File: src/rtl/fdma_pkg.sv
package fdma_pkg;

    localparam int BLEN_W     = 5;   // holds a burst length of up to 16 words
    localparam int DESC_WORDS = 4;

    localparam int CMD_SOF_BIT = 31;
    localparam int CMD_EOF_BIT = 30;
    localparam int CMD_PAL_BIT = 28;

    typedef enum logic [2:0] {
        ST_IDLE  = 3'd0,
        ST_DREQ  = 3'd1,
        ST_DRSP  = 3'd2,
        ST_BREQ  = 3'd3,
        ST_BDATA = 3'd4
    } fdma_state_e;

    // Burst size code -> words per burst
    function automatic logic [BLEN_W-1:0] burst_words(input logic [1:0] code);
        case (code)
            2'd0:    burst_words = BLEN_W'(4);
            2'd1:    burst_words = BLEN_W'(8);
            default: burst_words = BLEN_W'(16);
        endcase
    endfunction

endpackage

File: src/rtl/fdma_burst_sizer.sv
module fdma_burst_sizer
    import fdma_pkg::*;
#(
    parameter int LEN_W  = 24,
    parameter int FREE_W = 8
) (
    input  logic              clk,
    input  logic              rst_n,
    input  logic [1:0]        burst_sel,
    input  logic [LEN_W-1:0]  remain,
    input  logic [FREE_W-1:0] fifo_free,
    output logic [BLEN_W-1:0] blen,
    output logic              room_ok
);
    logic [BLEN_W-1:0] full_len;

    always_comb begin
        full_len = burst_words(burst_sel);
        if (remain < LEN_W'(full_len)) begin
            blen = remain[BLEN_W-1:0];
        end else begin
            blen = full_len;
        end
        room_ok = (fifo_free >= FREE_W'(blen));
    end

    // a burst is never empty while words remain, and never overruns the frame
    p_blen_bound_r4: assert property (@(posedge clk) disable iff (!rst_n)
        (remain != '0) |-> (blen != '0 && LEN_W'(blen) <= remain));

    // a burst never exceeds the selected size
    p_blen_cap_r4: assert property (@(posedge clk) disable iff (!rst_n)
        blen <= burst_words(burst_sel));

endmodule

File: src/rtl/fdma_irq_flags.sv
module fdma_irq_flags (
    input  logic       clk,
    input  logic       rst_n,
    input  logic       set_sof,
    input  logic       set_eof,
    input  logic [1:0] clr,
    output logic       irq_sof,
    output logic       irq_eof
);
    typedef struct packed {
        logic sof;
        logic eof;
    } flags_t;

    flags_t q, n;

    always_comb begin
        n = q;
        if (clr[0]) n.sof = 1'b0;
        if (clr[1]) n.eof = 1'b0;
        if (set_sof) n.sof = 1'b1;   // set wins over clear
        if (set_eof) n.eof = 1'b1;
    end

    always_ff @(posedge clk or negedge rst_n) begin
        if (!rst_n) q <= '0;
        else        q <= n;
    end

    assign irq_sof = q.sof;
    assign irq_eof = q.eof;

    // a clear with no set empties the flag
    p_clr_sof_r12: assert property (@(posedge clk) disable iff (!rst_n)
        (clr[0] && !set_sof) |=> !irq_sof);

    // a flag stays set until cleared
    p_keep_eof_r12: assert property (@(posedge clk) disable iff (!rst_n)
        (irq_eof && !clr[1]) |=> irq_eof);

endmodule

File: src/rtl/fdma_seq.sv
module fdma_seq
    import fdma_pkg::*;
#(
    parameter int AW    = 32,
    parameter int LEN_W = 24
) (
    input  logic              clk,
    input  logic              rst_n,
    input  logic              ptr_wr,
    input  logic [AW-1:0]     ptr_wdata,
    input  logic              mem_gnt,
    input  logic              mem_rvalid,
    input  logic [31:0]       mem_rdata,
    input  logic [BLEN_W-1:0] blen,
    input  logic              room_ok,
    output logic              mem_req,
    output logic [AW-1:0]     mem_addr,
    output logic [BLEN_W-1:0] mem_len,
    output logic [LEN_W-1:0]  remain,
    output logic              fifo_push,
    output logic [31:0]       fifo_data,
    output logic              fifo_pal,
    output logic [AW-1:0]     cur_src,
    output logic [31:0]       cur_id,
    output logic [31:0]       cur_cmd,
    output logic              set_sof,
    output logic              set_eof
);
    typedef struct packed {
        fdma_state_e       st;
        logic [AW-1:0]     desc_addr;
        logic [AW-1:0]     rd_addr;
        logic [AW-1:0]     nxt;
        logic [AW-1:0]     hold_src;
        logic [AW-1:0]     src;
        logic [AW-1:0]     pend_addr;
        logic              pend_vld;
        logic [1:0]        widx;
        logic [31:0]       hold_id;
        logic [31:0]       id;
        logic [31:0]       cmd;
        logic [LEN_W-1:0]  rem;
        logic [BLEN_W-1:0] beats;
    } seq_t;

    seq_t q, n;
    logic boundary;

    always_comb begin
        n         = q;
        boundary  = 1'b0;
        mem_req   = 1'b0;
        mem_addr  = q.desc_addr;
        mem_len   = BLEN_W'(DESC_WORDS);
        fifo_push = 1'b0;
        set_sof   = 1'b0;
        set_eof   = 1'b0;

        case (q.st)
            ST_IDLE: begin
                if (ptr_wr) begin
                    n.desc_addr = ptr_wdata;
                    n.st        = ST_DREQ;
                end
            end
            ST_DREQ: begin
                mem_req = 1'b1;
                if (mem_gnt) begin
                    n.st   = ST_DRSP;
                    n.widx = 2'd0;
                end
            end
            ST_DRSP: begin
                if (mem_rvalid) begin
                    n.widx = q.widx + 2'd1;
                    case (q.widx)
                        2'd0: n.nxt      = mem_rdata[AW-1:0];
                        2'd1: n.hold_src = mem_rdata[AW-1:0];
                        2'd2: n.hold_id  = mem_rdata;
                        default: begin
                            n.src     = q.hold_src;
                            n.id      = q.hold_id;
                            n.cmd     = mem_rdata;
                            n.rem     = mem_rdata[LEN_W-1:0];
                            n.rd_addr = q.hold_src;
                            set_sof   = mem_rdata[CMD_SOF_BIT];
                            if (mem_rdata[LEN_W-1:0] == '0) begin
                                set_eof  = mem_rdata[CMD_EOF_BIT];
                                boundary = 1'b1;
                            end else begin
                                n.st = ST_BREQ;
                            end
                        end
                    endcase
                end
            end
            ST_BREQ: begin
                mem_addr = q.rd_addr;
                mem_len  = blen;
                if (room_ok) begin
                    mem_req = 1'b1;
                    if (mem_gnt) begin
                        n.beats = blen;
                        n.st    = ST_BDATA;
                    end
                end
            end
            ST_BDATA: begin
                mem_addr = q.rd_addr;
                mem_len  = q.beats;
                if (mem_rvalid) begin
                    fifo_push = 1'b1;
                    n.rem     = q.rem - LEN_W'(1);
                    n.rd_addr = q.rd_addr + AW'(4);
                    n.beats   = q.beats - BLEN_W'(1);
                    if (q.beats == BLEN_W'(1)) begin
                        if (q.rem == LEN_W'(1)) begin
                            set_eof  = q.cmd[CMD_EOF_BIT];
                            boundary = 1'b1;
                        end else begin
                            n.st = ST_BREQ;
                        end
                    end
                end
            end
            default: n.st = ST_IDLE;
        endcase

        // Frame boundary: take the pending pointer if any, else the chain link
        if (boundary) begin
            n.st        = ST_DREQ;
            n.desc_addr = q.pend_vld ? q.pend_addr : q.nxt;
            n.pend_vld  = 1'b0;
        end

        // A write while running waits for the following boundary
        if (ptr_wr && q.st != ST_IDLE) begin
            n.pend_vld  = 1'b1;
            n.pend_addr = ptr_wdata;
        end
    end

    always_ff @(posedge clk or negedge rst_n) begin
        if (!rst_n) q <= '0;
        else        q <= n;
    end

    assign remain    = q.rem;
    assign fifo_data = mem_rdata;
    assign fifo_pal  = q.cmd[CMD_PAL_BIT];
    assign cur_src   = q.src;
    assign cur_id    = q.id;
    assign cur_cmd   = q.cmd;

    // no word is pushed beyond the programmed length
    p_no_overrun_r3: assert property (@(posedge clk) disable iff (!rst_n)
        fifo_push |-> (q.rem != '0));

    // the chain position is frozen while waiting to issue a burst
    p_desc_hold_r10: assert property (@(posedge clk) disable iff (!rst_n)
        (q.st == ST_BREQ) |=> $stable(q.desc_addr));

endmodule

File: src/rtl/fdma_fetch.sv
module fdma_fetch
    import fdma_pkg::*;
#(
    parameter int AW     = 32,
    parameter int LEN_W  = 24,
    parameter int FREE_W = 8
) (
    input  logic              clk,
    input  logic              rst_n,
    input  logic              ptr_wr,
    input  logic [AW-1:0]     ptr_wdata,
    input  logic [1:0]        burst_sel,
    output logic              mem_req,
    output logic [AW-1:0]     mem_addr,
    output logic [BLEN_W-1:0] mem_len,
    input  logic              mem_gnt,
    input  logic              mem_rvalid,
    input  logic [31:0]       mem_rdata,
    input  logic [FREE_W-1:0] fifo_free,
    output logic              fifo_push,
    output logic [31:0]       fifo_data,
    output logic              fifo_pal,
    output logic [AW-1:0]     cur_src,
    output logic [31:0]       cur_id,
    output logic [31:0]       cur_cmd,
    input  logic [1:0]        irq_clr,
    output logic              irq_sof,
    output logic              irq_eof
);
    logic [BLEN_W-1:0] blen;
    logic              room_ok;
    logic [LEN_W-1:0]  remain;
    logic              set_sof;
    logic              set_eof;

    fdma_seq #(.AW(AW), .LEN_W(LEN_W)) seq_i (
        .clk       (clk),
        .rst_n     (rst_n),
        .ptr_wr    (ptr_wr),
        .ptr_wdata (ptr_wdata),
        .mem_gnt   (mem_gnt),
        .mem_rvalid(mem_rvalid),
        .mem_rdata (mem_rdata),
        .blen      (blen),
        .room_ok   (room_ok),
        .mem_req   (mem_req),
        .mem_addr  (mem_addr),
        .mem_len   (mem_len),
        .remain    (remain),
        .fifo_push (fifo_push),
        .fifo_data (fifo_data),
        .fifo_pal  (fifo_pal),
        .cur_src   (cur_src),
        .cur_id    (cur_id),
        .cur_cmd   (cur_cmd),
        .set_sof   (set_sof),
        .set_eof   (set_eof)
    );

    fdma_burst_sizer #(.LEN_W(LEN_W), .FREE_W(FREE_W)) sizer_i (
        .clk      (clk),
        .rst_n    (rst_n),
        .burst_sel(burst_sel),
        .remain   (remain),
        .fifo_free(fifo_free),
        .blen     (blen),
        .room_ok  (room_ok)
    );

    fdma_irq_flags flags_i (
        .clk    (clk),
        .rst_n  (rst_n),
        .set_sof(set_sof),
        .set_eof(set_eof),
        .clr    (irq_clr),
        .irq_sof(irq_sof),
        .irq_eof(irq_eof)
    );

    // a request that is waiting keeps its address
    p_hold_addr_r6: assert property (@(posedge clk) disable iff (!rst_n)
        (mem_req && !mem_gnt) |=> $stable(mem_addr));

endmodule

File: config.mk
export PLATFORM = sky130hd
export DESIGN_NAME = fdma_fetch
export DESIGN_NICKNAME = d
export VERILOG_FILES = /design/src/rtl/fdma_pkg.sv /design/src/rtl/fdma_burst_sizer.sv /design/src/rtl/fdma_irq_flags.sv /design/src/rtl/fdma_seq.sv /design/src/rtl/fdma_fetch.sv
export SDC_FILE = /design/constraint.sdc
export NUM_CORES = 1
export LEC_CHECK = 0
export ABC_AREA = 1
export BUFFER_PORTS_ARGS = -buffer_cell sky130_fd_sc_hd__buf_4
export CAP_MARGIN = 20
export CORE_MARGIN = 2
export CORE_UTILIZATION = 30
export DETAILED_ROUTE_END_ITERATION = 10
export GPL_ROUTABILITY_DRIVEN = 0
export PLACE_DENSITY = 0.54
export SYNTH_ARGS = -nofsm -noshare
export SYNTH_HDL_FRONTEND = slang
export SYNTH_SLANG_ARGS = --single-unit
File: constraint.sdc
create_clock -name clk -period 2.3 [get_ports clk]
set_input_delay 0.115 -clock clk [delete_from_list [all_inputs] [get_ports clk]]
set_output_delay 0.115 -clock clk [all_outputs]
set_load 0.02 [all_outputs]
==> results of run 1 <==
-- area by class of cell --
| class | count | share of cell area |
|---|---|---|
| Clock buffer | 52 | 0.0535 |
| Clock inverter | 19 | 0.00772 |
| Inverter | 169 | 0.0306 |
| Multi-Input combinational cell | 1268 | 0.313 |
| Sequential cell | 325 | 0.386 |
| Tap cell | 696 | 0.0413 |
| Timing Repair Buffer | 410 | 0.168 |
-- logic make-up (layout without fill, tap and decap cells) --
kind of cell             Yosys count  after routing  share of synthesized area
multiplexers                      33             33                     0.0203
AO/OA/AOI/OAI                    386            386                      0.134
AND/OR/NAND/NOR                  815            815                      0.201
XOR/XNOR                          18             18                    0.00968
adder cells (fa/ha/maj)           16             16                     0.0123
buffers and inverters            392            650                      0.123
flip-flops                       325            325                      0.499
-- final timing paths --
path                                         startpoint                       endpoint  slack (ns)  depth (start not counted)
max                        seq_i.remain[18]$_DFFE_PN0P_                        mem_req       -0.73                         16
min                                       mem_rdata[24]  seq_i.cur_cmd[24]$_DFFE_PN0P_        0.02                          3
max reg2reg                seq_i.remain[18]$_DFFE_PN0P_         seq_i.q[0]$_DFFE_PN0P_       -0.64                         21
min reg2reg                    seq_i.q[123]$_DFFE_PN0P_   seq_i.cur_id[30]$_DFFE_PN0P_        0.47                          2
max in group asynchronous                         rst_n       seq_i.q[227]$_DFFE_PN0P_        1.38                          3
min in group asynchronous                         rst_n   seq_i.cur_id[21]$_DFFE_PN0P_        0.10                          2
-- sequential cells by signal, indices dropped and copies added (netlist names) --
signal	cells
flags_i.irq_eof	1
seq_i.q	203
seq_i.cur_src	32
flags_i.irq_sof	1
seq_i.remain	24
seq_i.cur_id	32
seq_i.cur_cmd	32
-- metrics by stage --
step / cell area [sq um] / utilization / hold slack, ns / total power (uW)
2_1_floorplan: 16300 / - / -0.181 / 16600
3_3_place_gp: 18400 / 0.343 / 0.107 / 20400
3_5_place_dp: 18400 / 0.343 / 0.100 / 20700
4_1_cts: 20700 / 0.385 / 0.0178 / 27800
5_1_grt: 21100 / 0.392 / 0.0184 / 30100
6_report: 21100 / 0.392 / 0.0198 / 28200
-- worst reg2reg max path: stages, from the launching register on --
cell and delay, ns:
dfrtp_1 0.38, nor2_2 0.15, nand2_2 0.09, nor2_4 0.15
nand2_2 0.09, nor2_4 0.14, nand2_4 0.13, buf_6 0.15
o21ai_4 0.17, ha_4 0.15, inv_2 0.03, nor3_2 0.19
nand4_1 0.15, nand3_2 0.11, nand2_2 0.08, buf_4 0.14
buf_6 0.10, buf_4 0.13, nand2_4 0.07, nand2_8 0.08
nand2_1 0.07, o21ai_1 0.07
-- power by group through the flow --
stage               sequential, uW  combinational [uW]  clock (uW)
global route                  9960               13400        6660
floorplan                     9170                7420           0
detailed placement            9700               11000           0
CTS                           9630               11700        6440
finish                        9690               12300        6260
global placement              9610               10800           0
-- timing repair --
action,4_1_cts,5_1_grt
endpoints found under the setup margin,34,44
hold buffers,58,0
pin swaps,13,27
hold endpoints to repair,395,0
cloned,1,3
gates resized for setup,63,63
setup buffers,18,12
-- layout by cell type, fill, tap and decap left out, drive strengths merged, types with 2 or more instances in the layout --
master	synthesis	routed
mux2i	33	33
o31ai	2	2
inv	167	171
o21ai	223	223
xnor2	2	2
nand2	563	563
nor4	2	2
nand3b	2	2
a22oi	25	25
ha	16	16
xor2	16	16
nor3	25	25
nor2	121	121
dfrtp	325	325
clkbuf	61	55
a21oi	77	77
clkinv	2	14
or2	2	2
dlygate4sd3	0	58
a31oi	8	8
o22ai	9	9
a21boi	5	5
buf	162	349
o211ai	2	2
nand3	86	86
nand4	12	12
bufinv	0	2
o221ai	33	33
-- routing by layer --
| layer | vias up | GRT usage | share of wire |
|---|---|---|---|
| met4 | 0 | 0.0658 | 0.030 |
| met2 | 485 | 0.336 | 0.49 |
| met1 | 7021 | 0.249 | 0.42 |
| li1 | 6814 | - | - |
| met5 | - | 0 | 0 |
| met3 | 87 | 0.0444 | 0.062 |
==> impl_metrics.json, run 1 <==
{
  "status": "complete, but fails checks",
  "violations": "negative setup slack",
  "synth.avg_cell_area_sq_um": 8.20,
  "worst_slack_ns": -0.730,
  "htree_num_levels": 2,
  "worst_setup_path_start_kind": "flop",
  "overflow": 0,
  "start_util": 0.303,
  "end_kind": "primary output",
  "combPwrFrac": 0.435,
  "io_pins": 251,
  "clock.fmax_ghz": 0.330,
  "ys.flop_type": "dfrtp_1",
  "yosysTopAreaCellShare": 0.499,
  "crit_chain": "nor2_2 -> nand2_2 -> nor2_4 -> nand2_2 -> nor2_4 -> nand2_4 -> buf_6 -> o21ai_4 -> ha_4 -> inv_2 -> nor3_2 -> nand4_1 -> nand3_2 -> nand2_2 -> o21ai_4 -> buf_6",
  "slew_viol_final": 0,
  "rsz0062_at_grt": "yes",
  "p_clk_frac": 0.222,
  "grt_first_pass_wirelength_microns": 84600,
  "numPortBuffers": 250,
  "crit_path_frequent_cell": "nand2_2",
  "cp_data_required_time_ns": 2.18,
  "place_hpwl_microns": 40500,
  "switchingPower_uw": 11700,
  "seq_area_frac_synth": 0.499,
  "cts_made_buffers": 40,
  "core-area_sq_um": 53700,
  "dieArea_sq_um": 56200,
  "hold_path_class": "primary input to flop",
  "gr-usage-all-layers": 0.198,
  "die_x_microns": 237,
  "setup_tns_ns": -5.46,
  "final_cells": 2939,
  "grt_antenna_before_repair": 1,
  "slew_headroom": 0.625,
  "synth_common_cells": "nand2_1, dfrtp_1, o21ai_0",
  "viasPerCell": 4.90,
  "routedWlPerCell_microns": 19.3,
  "worstPathArrival_ns": 2.92,
  "clk_latency_ns": 0.57,
  "hold_viol": 0,
  "setup_violations": 14,
  "cts_tree": "done",
  "first_global_vias": 14100,
  "netlist_instances": 1985,
  "max-vdd-ir-drop_mv": 0.545,
  "synth.area.top_cells": "dfrtp_1, nand2_1, o21ai_0, buf_4, inv_1",
  "vias": 14400,
  "cpLargestDelayFamily": "simple AND/OR/NAND/NOR gates",
  "async_flop_share": 1.00,
  "regArea_sq_um": 8140,
  "min_period_over_period": 1.32,
  "ys_warn_count": 0,
  "power.density_nw_per_um2": 1340,
  "worst-path-buf-inv": 3,
  "ys_seq_elements": 325,
  "grt_max_degree": 66,
  "place_ws_ns": -0.460,
  "routed_wl_microns": 56800,
  "final_layout_size_suffix_gt1_frac": 0.231,
  "slowest_stage": "dfrtp_1",
  "cts_root_buf": "clkbuf_16",
  "placedCellCount": 2782,
  "leakage_uw": 0.0107,
  "slowest_delay_ns": 0.38,
  "syn_to_final_growth_pct": 29.4,
  "fill_cells": 5434,
  "synth_edf_count": 0,
  "p_seq_frac": 0.343,
  "fin_skew_ns": 0.0199,
  "power_switching_share": 0.413,
  "cts.path.max_buffers": 3,
  "drtIter0Drc": 1168,
  "drtPass1Iterations": 6,
  "drc_errors": 0,
  "p_int_uw": 16600,
  "period_needed_ns": 3.03,
  "final_nets": 2311,
  "ys_types": 40,
  "num_rows": 85,
  "crit_type": "flop to primary output",
  "cts.clk_slew.worst_paths_ns": 0.06,
  "yosys.area.top_type": "dfrtp_1",
  "clock-sinks": 325,
  "num_antenna_cells": 0,
  "ant_nets": 0,
  "fp.dieH_microns": 237,
  "multi_input_area_sq_um": 6590,
  "synth_area_sq_um": 16300,
  "yosysMostFrequentCell": "nand2_1",
  "worstPathMaxFanout": 7,
  "cap_viol_max_count": 0,
  "worstMarginPinSlew_ns": 0.562,
  "syn_nets": 2082
}
Power figures use the tool's default switching activity.
==> run 2: changes to the inputs <==
- SKIP_CTS_REPAIR_TIMING: default -> 1
==> run 2 against run 1 <==
Against the previous run: the run ends with negative hold slack, negative setup slack left; wire length decreased by 0.47%; cell count decreased by 0.71%; clock skew decreased by 0.0014 ns; power increased by 0.38%; clock power about the same; highest routed layer unchanged.
==> impl_metrics.json, run 2 (synthesized netlist as in run 1, its figures left out) <==
{
  "power_uw": 28400,
  "worstMarginPinSlew_ns": 0.571,
  "final_layout_size_suffix_gt1_frac": 0.225,
  "cts.clk_slew.worst_paths_ns": 0.06,
  "whs_ns": -0.0156,
  "hold_viol": 2,
  "violations": "negative hold slack, negative setup slack",
  "r2r_cells": 17,
  "io_pins": 251,
  "num_rows": 85,
  "cp_data_required_time_ns": 2.18,
  "r2r-start": "seq_i.remain[20]$_DFFE_PN0P_",
  "first_global_vias": 13600,
  "final_nets": 2290,
  "cpLargestDelayFamily": "simple AND/OR/NAND/NOR gates",
  "cap_viol_max_count": 0,
  "clock-sinks": 325,
  "gr-usage-all-layers": 0.194,
  "worstPathMaxFanout": 8,
  "slowest_delay_ns": 0.39,
  "hold_path_class": "primary input to flop",
  "syn_to_final_growth_pct": 28.5,
  "timing.rr.end": "seq_i.q[321]$_DFFE_PN0P_",
  "drtPass1Iterations": 6,
  "min_period_over_period": 1.32,
  "most-common-layout-cells": "nand2_1, dfrtp_1, buf_4",
  "worst_setup_path_start_kind": "flop",
  "drc_errors": 0,
  "slowest_stage": "dfrtp_1",
  "setup_violations": 14,
  "crit_chain": "nor2_1 -> nand2_1 -> nor2_4 -> nand2_2 -> nor2_4 -> nand2_4 -> nand2_2 -> o21ai_2 -> ha_1 -> inv_2 -> nor3_4 -> nand4_1 -> nand3_2 -> nand2_2 -> o21ai_4 -> buf_6",
  "fill_cells": 5469,
  "worstPathArrival_ns": 2.93,
  "grt_first_pass_wirelength_microns": 82700,
  "period_needed_ns": 3.04,
  "wl_met3_microns": 3310,
  "layout_commonest_cell": "nand2_1",
  "htree_num_levels": 2,
  "placedCellCount": 2782,
  "fp.dieH_microns": 237,
  "num_antenna_cells": 0,
  "place_hpwl_microns": 40500,
  "fin_skew_ns": 0.0185,
  "status": "complete, but fails checks",
  "dieArea_sq_um": 56200,
  "overflow": 0,
  "reg2reg_slack_ns": -0.32,
  "slew_headroom": 0.619,
  "cts_made_buffers": 40,
  "worst_slack_ns": -0.744,
  "cts_tree": "done",
  "routed_wl_microns": 56500,
  "crit_path_frequent_cell": "nand2_2",
  "numPortBuffers": 250,
  "highest_layer": "met4",
  "vias": 14200,
  "crit_type": "flop to primary output",
  "clock.fmax_ghz": 0.329,
  "rsz0062_at_grt": "yes",
  "cts.path.max_buffers": 3,
  "endpoint": "mem_req",
  "die_x_microns": 237,
  "grt_max_degree": 66,
  "power.density_nw_per_um2": 1350,
  "ant_nets": 0,
  "slew_viol_final": 0,
  "end_kind": "primary output",
  "start_util": 0.303,
  "worst-path-buf-inv": 2,
  "final_cells": 2918,
  "core-area_sq_um": 53700,
  "viasPerCell": 4.88,
  "wl_met1_microns": 23800,
  "grt_antenna_before_repair": 1,
  "cts_root_buf": "clkbuf_16",
  "worst-path-stages": 16,
  "leakage_uw": 0.0106,
  "drtIter0Drc": 1161,
  "startpoint": "seq_i.remain[20]$_DFFE_PN0P_",
  "met2_length_microns": 27800,
  "largest_reg_flops": 203,
  "max-vdd-ir-drop_mv": 0.650,
  "routedWlPerCell_microns": 19.4,
  "regMostFlops": "seq_i.q",
  "clk_latency_ns": 0.56
}
-- run 2: changes by cell type in the layout (fill, tap and decap cells not counted), moves of 5 or more --
cell | before | now
a21oi_2 | 16 | 6
a21oi_4 | 4 | 16
buf_6 | 13 | 25
nand2_1 | 536 | 541
buf_4 | 319 | 294
dlygate4sd3_1 | 58 | 52
-- run 2: worst reg2reg max path: cells and delay by family, from the launching register on --
kind	cells	cell delay, ns
AO/OA/AOI/OAI	1	0.07
adder cells (fa/ha/maj)	1	0.28
buffers and inverters	2	0.22
flip-flops	1	0.39
AND/OR/NAND/NOR	13	1.56
-- run 2: area by class of cell --
type	instances	area, sq um	share of cell area
clock buffers	52	1130	0.0539
clock inverters	19	163	0.00777
inverters	169	637	0.0304
multi-input cells	1268	6620	0.316
flip-flops and latches	325	8140	0.389
well taps	696	871	0.0416
repair buffers	389	3370	0.161
-- run 2: worst min path at each step --
stage | startpoint | to | slack [ns] | depth (start not counted)
after floorplan | rst_n | flags_i.irq_eof$_DFFE_PN0P_ | -0.18 | 0
after global placement | rst_n | seq_i.cur_id[22]$_DFFE_PN0P_ | 0.11 | 1
after detailed placement | rst_n | seq_i.cur_id[21]$_DFFE_PN0P_ | 0.10 | 1
after CTS | rst_n | seq_i.cur_id[21]$_DFFE_PN0P_ | -0.51 | 1
after global routing | mem_rdata[25] | seq_i.q[249]$_DFFE_PN0P_ | 0.001 | 3
final | mem_rdata[25] | seq_i.q[249]$_DFFE_PN0P_ | -0.02 | 3
-- run 2: routing by layer --
| layer | GRT usage | up-vias |
|---|---|---|
| li1 | - | 6768 |
| met1 | 0.245 | 6943 |
| met2 | 0.329 | 451 |
| met3 | 0.0439 | 78 |
| met4 | 0.0610 | 0 |
| met5 | 0 | - |
-- run 2: stage by stage --
stage / util / setup TNS [ns] / cell area (sq um) / worst slack (ns)
global route: 0.390 / -6.07 / 20900 / -0.922
CTS: 0.367 / -8.36 / 19700 / -1.05
finish: 0.390 / -3.46 / 20900 / -0.744
global placement: 0.343 / -2.60 / 18400 / -0.325
detailed placement: 0.343 / -3.76 / 18400 / -0.460
floorplan: - / -0.0920 / 16300 / -0.0228
-- run 2: report_power, final --
| part | total [uW] | switching (uW) | internal, uW |
|---|---|---|---|
| logic | 12400 | 7490 | 4910 |
| registers | 9690 | 1690 | 8000 |
| clock network | 6260 | 2570 | 3690 |
| total | 28400 | 11700 | 16600 |
==> run 3: changes to the inputs <==
- RECOVER_POWER: default -> 25
==> run 3 against run 2 <==
Against the previous run: the flow finishes with violations (negative hold slack, max-capacitance violations, max-slew violations, negative setup slack); core utilization shrank 0.22 points; sequential power barely moved; setup slack got worse by 0.0052 ns; wire length barely moved; fmax fell by 0.17%; critical path type unchanged; largest power group unchanged.
==> impl_metrics.json, run 3 (synthesized netlist as in run 1, its figures left out) <==
{
  "status": "complete, but fails checks",
  "violations": "negative hold slack, max-capacitance violations, max-slew violations, negative setup slack",
  "worst_setup_path_start_kind": "flop",
  "layout_commonest_cell": "nand2_1",
  "grt_max_degree": 66,
  "crit_path_frequent_cell": "nand2_2",
  "placedCellCount": 2782,
  "start_util": 0.303,
  "fin_skew_ns": 0.0195,
  "cp_data_required_time_ns": 2.18,
  "cts_made_buffers": 40,
  "cts_root_buf": "clkbuf_16",
  "fill_cells": 5493,
  "crit_chain": "nor2_1 -> nand2_1 -> nor2_4 -> nand2_2 -> nor2_4 -> nand2_4 -> nand2_2 -> o21ai_2 -> ha_1 -> inv_2 -> nor3_4 -> nand4_1 -> nand3_2 -> nand2_2 -> o21ai_4 -> buf_6",
  "p_clk_frac": 0.221,
  "switchingPower_uw": 11700,
  "die_x_microns": 237,
  "max-vdd-ir-drop_mv": 0.649,
  "numPortBuffers": 250,
  "num_antenna_cells": 0,
  "cts.clk_slew.worst_paths_ns": 0.06,
  "r2r-start": "seq_i.remain[20]$_DFFE_PN0P_",
  "setup_violations": 15,
  "final_core_util": 0.387,
  "whs_ns": -0.0215,
  "cap_viol_max_count": 1,
  "worst-path-stages": 16,
  "slew_headroom": -0.0661,
  "leakage_uw": 0.0105,
  "io_pins": 251,
  "ant_nets": 0,
  "power_switching_share": 0.415,
  "slowest_stage": "dfrtp_1",
  "crit_type": "flop to primary output",
  "syn_to_final_growth_pct": 27.8,
  "period_needed_ns": 3.05,
  "regMostFlops": "seq_i.q",
  "overflow": 0,
  "rsz0062_at_grt": "yes",
  "final_cells": 2918,
  "startpoint": "seq_i.remain[20]$_DFFE_PN0P_",
  "min_period_over_period": 1.33,
  "drtIter0Drc": 1185,
  "grt_first_pass_wirelength_microns": 82700,
  "fp.dieH_microns": 237,
  "htree_num_levels": 2,
  "clk_latency_ns": 0.56,
  "cts.path.max_buffers": 3,
  "cts_tree": "done",
  "first_global_vias": 13600,
  "cpLargestDelayFamily": "simple AND/OR/NAND/NOR gates",
  "final_nets": 2290,
  "worstMarginPinSlew_ns": 1.60,
  "hold_path_class": "primary input to flop",
  "clock.fmax_ghz": 0.328,
  "drtPass1Iterations": 5,
  "worstPathArrival_ns": 2.93,
  "slew_viol_final": 60,
  "most-common-layout-cells": "nand2_1, dfrtp_1, buf_4",
  "power_uw": 28300,
  "num_rows": 85,
  "hold_viol": 3,
  "routed_wl_microns": 56500,
  "largest_reg_flops": 203,
  "worst-path-buf-inv": 2,
  "gr-usage-all-layers": 0.194,
  "drc_errors": 0,
  "vias": 14200,
  "slowest_delay_ns": 0.39,
  "place_hpwl_microns": 40500,
  "reg2reg_slack_ns": -0.33,
  "power.density_nw_per_um2": 1360,
  "worstPathMaxFanout": 8,
  "dieArea_sq_um": 56200,
  "timing.rr.end": "seq_i.q[321]$_DFFE_PN0P_",
  "grt_antenna_before_repair": 1,
  "clock-sinks": 325,
  "combPwrFrac": 0.437,
  "worst_slack_ns": -0.749,
  "end_kind": "primary output",
  "viasPerCell": 4.88,
  "final_layout_size_suffix_gt1_frac": 0.218,
  "p_int_uw": 16600,
  "r2r_cells": 17,
  "routedWlPerCell_microns": 19.4,
  "endpoint": "mem_req",
  "p_seq_frac": 0.342,
  "core-area_sq_um": 53700
}
-- run 3: power by group through the flow --
stage / clock network (uW) / logic [uW] / registers [uW]
2_1_floorplan: 0 / 7420 / 9170
3_3_place_gp: 0 / 10800 / 9610
3_5_place_dp: 0 / 11000 / 9700
4_1_cts: 6440 / 11000 / 9620
5_1_grt: 6670 / 13500 / 9950
6_report: 6260 / 12400 / 9680
-- run 3: worst min-delay path, delay by kind of cell --
kind	cells	cell delay [ns]
buf+inv	1	0.13
compound gates	2	0.13
simple gates	2	0.12
-- run 3: through the flow --
| step | TNS, ns | area (sq um) | setup slack, ns |
|---|---|---|---|
| finish | -3.52 | 20800 | -0.749 |
| global route | -19.21 | 20800 | -0.922 |
| CTS | -8.36 | 19700 | -1.05 |
| detailed placement | -3.76 | 18400 | -0.460 |
| global placement | -2.60 | 18400 | -0.325 |
| floorplan | -0.0920 | 16300 | -0.0228 |
-- run 3: layout make-up --
type                    instances  area, sq um  area share
clock buffers                  52         1130      0.0542
clock inverters                19          163     0.00782
inverters                     169          637      0.0306
multi-input cells            1268         6620       0.318
flip-flops and latches        325         8140       0.391
well taps                     696          871      0.0418
repair buffers                389         3260       0.157
-- run 3: worst min path at each step --
stage,from,cells past startpoint,slack [ns],end
final,mem_rdata[0],5,-0.02,seq_i.remain[0]$_DFFE_PN0P_
after global routing,mem_rdata[25],3,0.004,seq_i.q[249]$_DFFE_PN0P_
after CTS,rst_n,1,-0.51,seq_i.cur_id[21]$_DFFE_PN0P_
after detailed placement,rst_n,1,0.10,seq_i.cur_id[21]$_DFFE_PN0P_
after global placement,rst_n,1,0.11,seq_i.cur_id[22]$_DFFE_PN0P_
after floorplan,rst_n,0,-0.18,flags_i.irq_eof$_DFFE_PN0P_
-- run 3: layer usage --
layer / track usage / part of all wire / vias to the layer above
met5: 0 / 0 / -
met4: 0.0610 / 0.028 / 0
met3: 0.0439 / 0.059 / 77
met2: 0.329 / 0.49 / 462
met1: 0.245 / 0.42 / 6932
li1: - / - / 6759
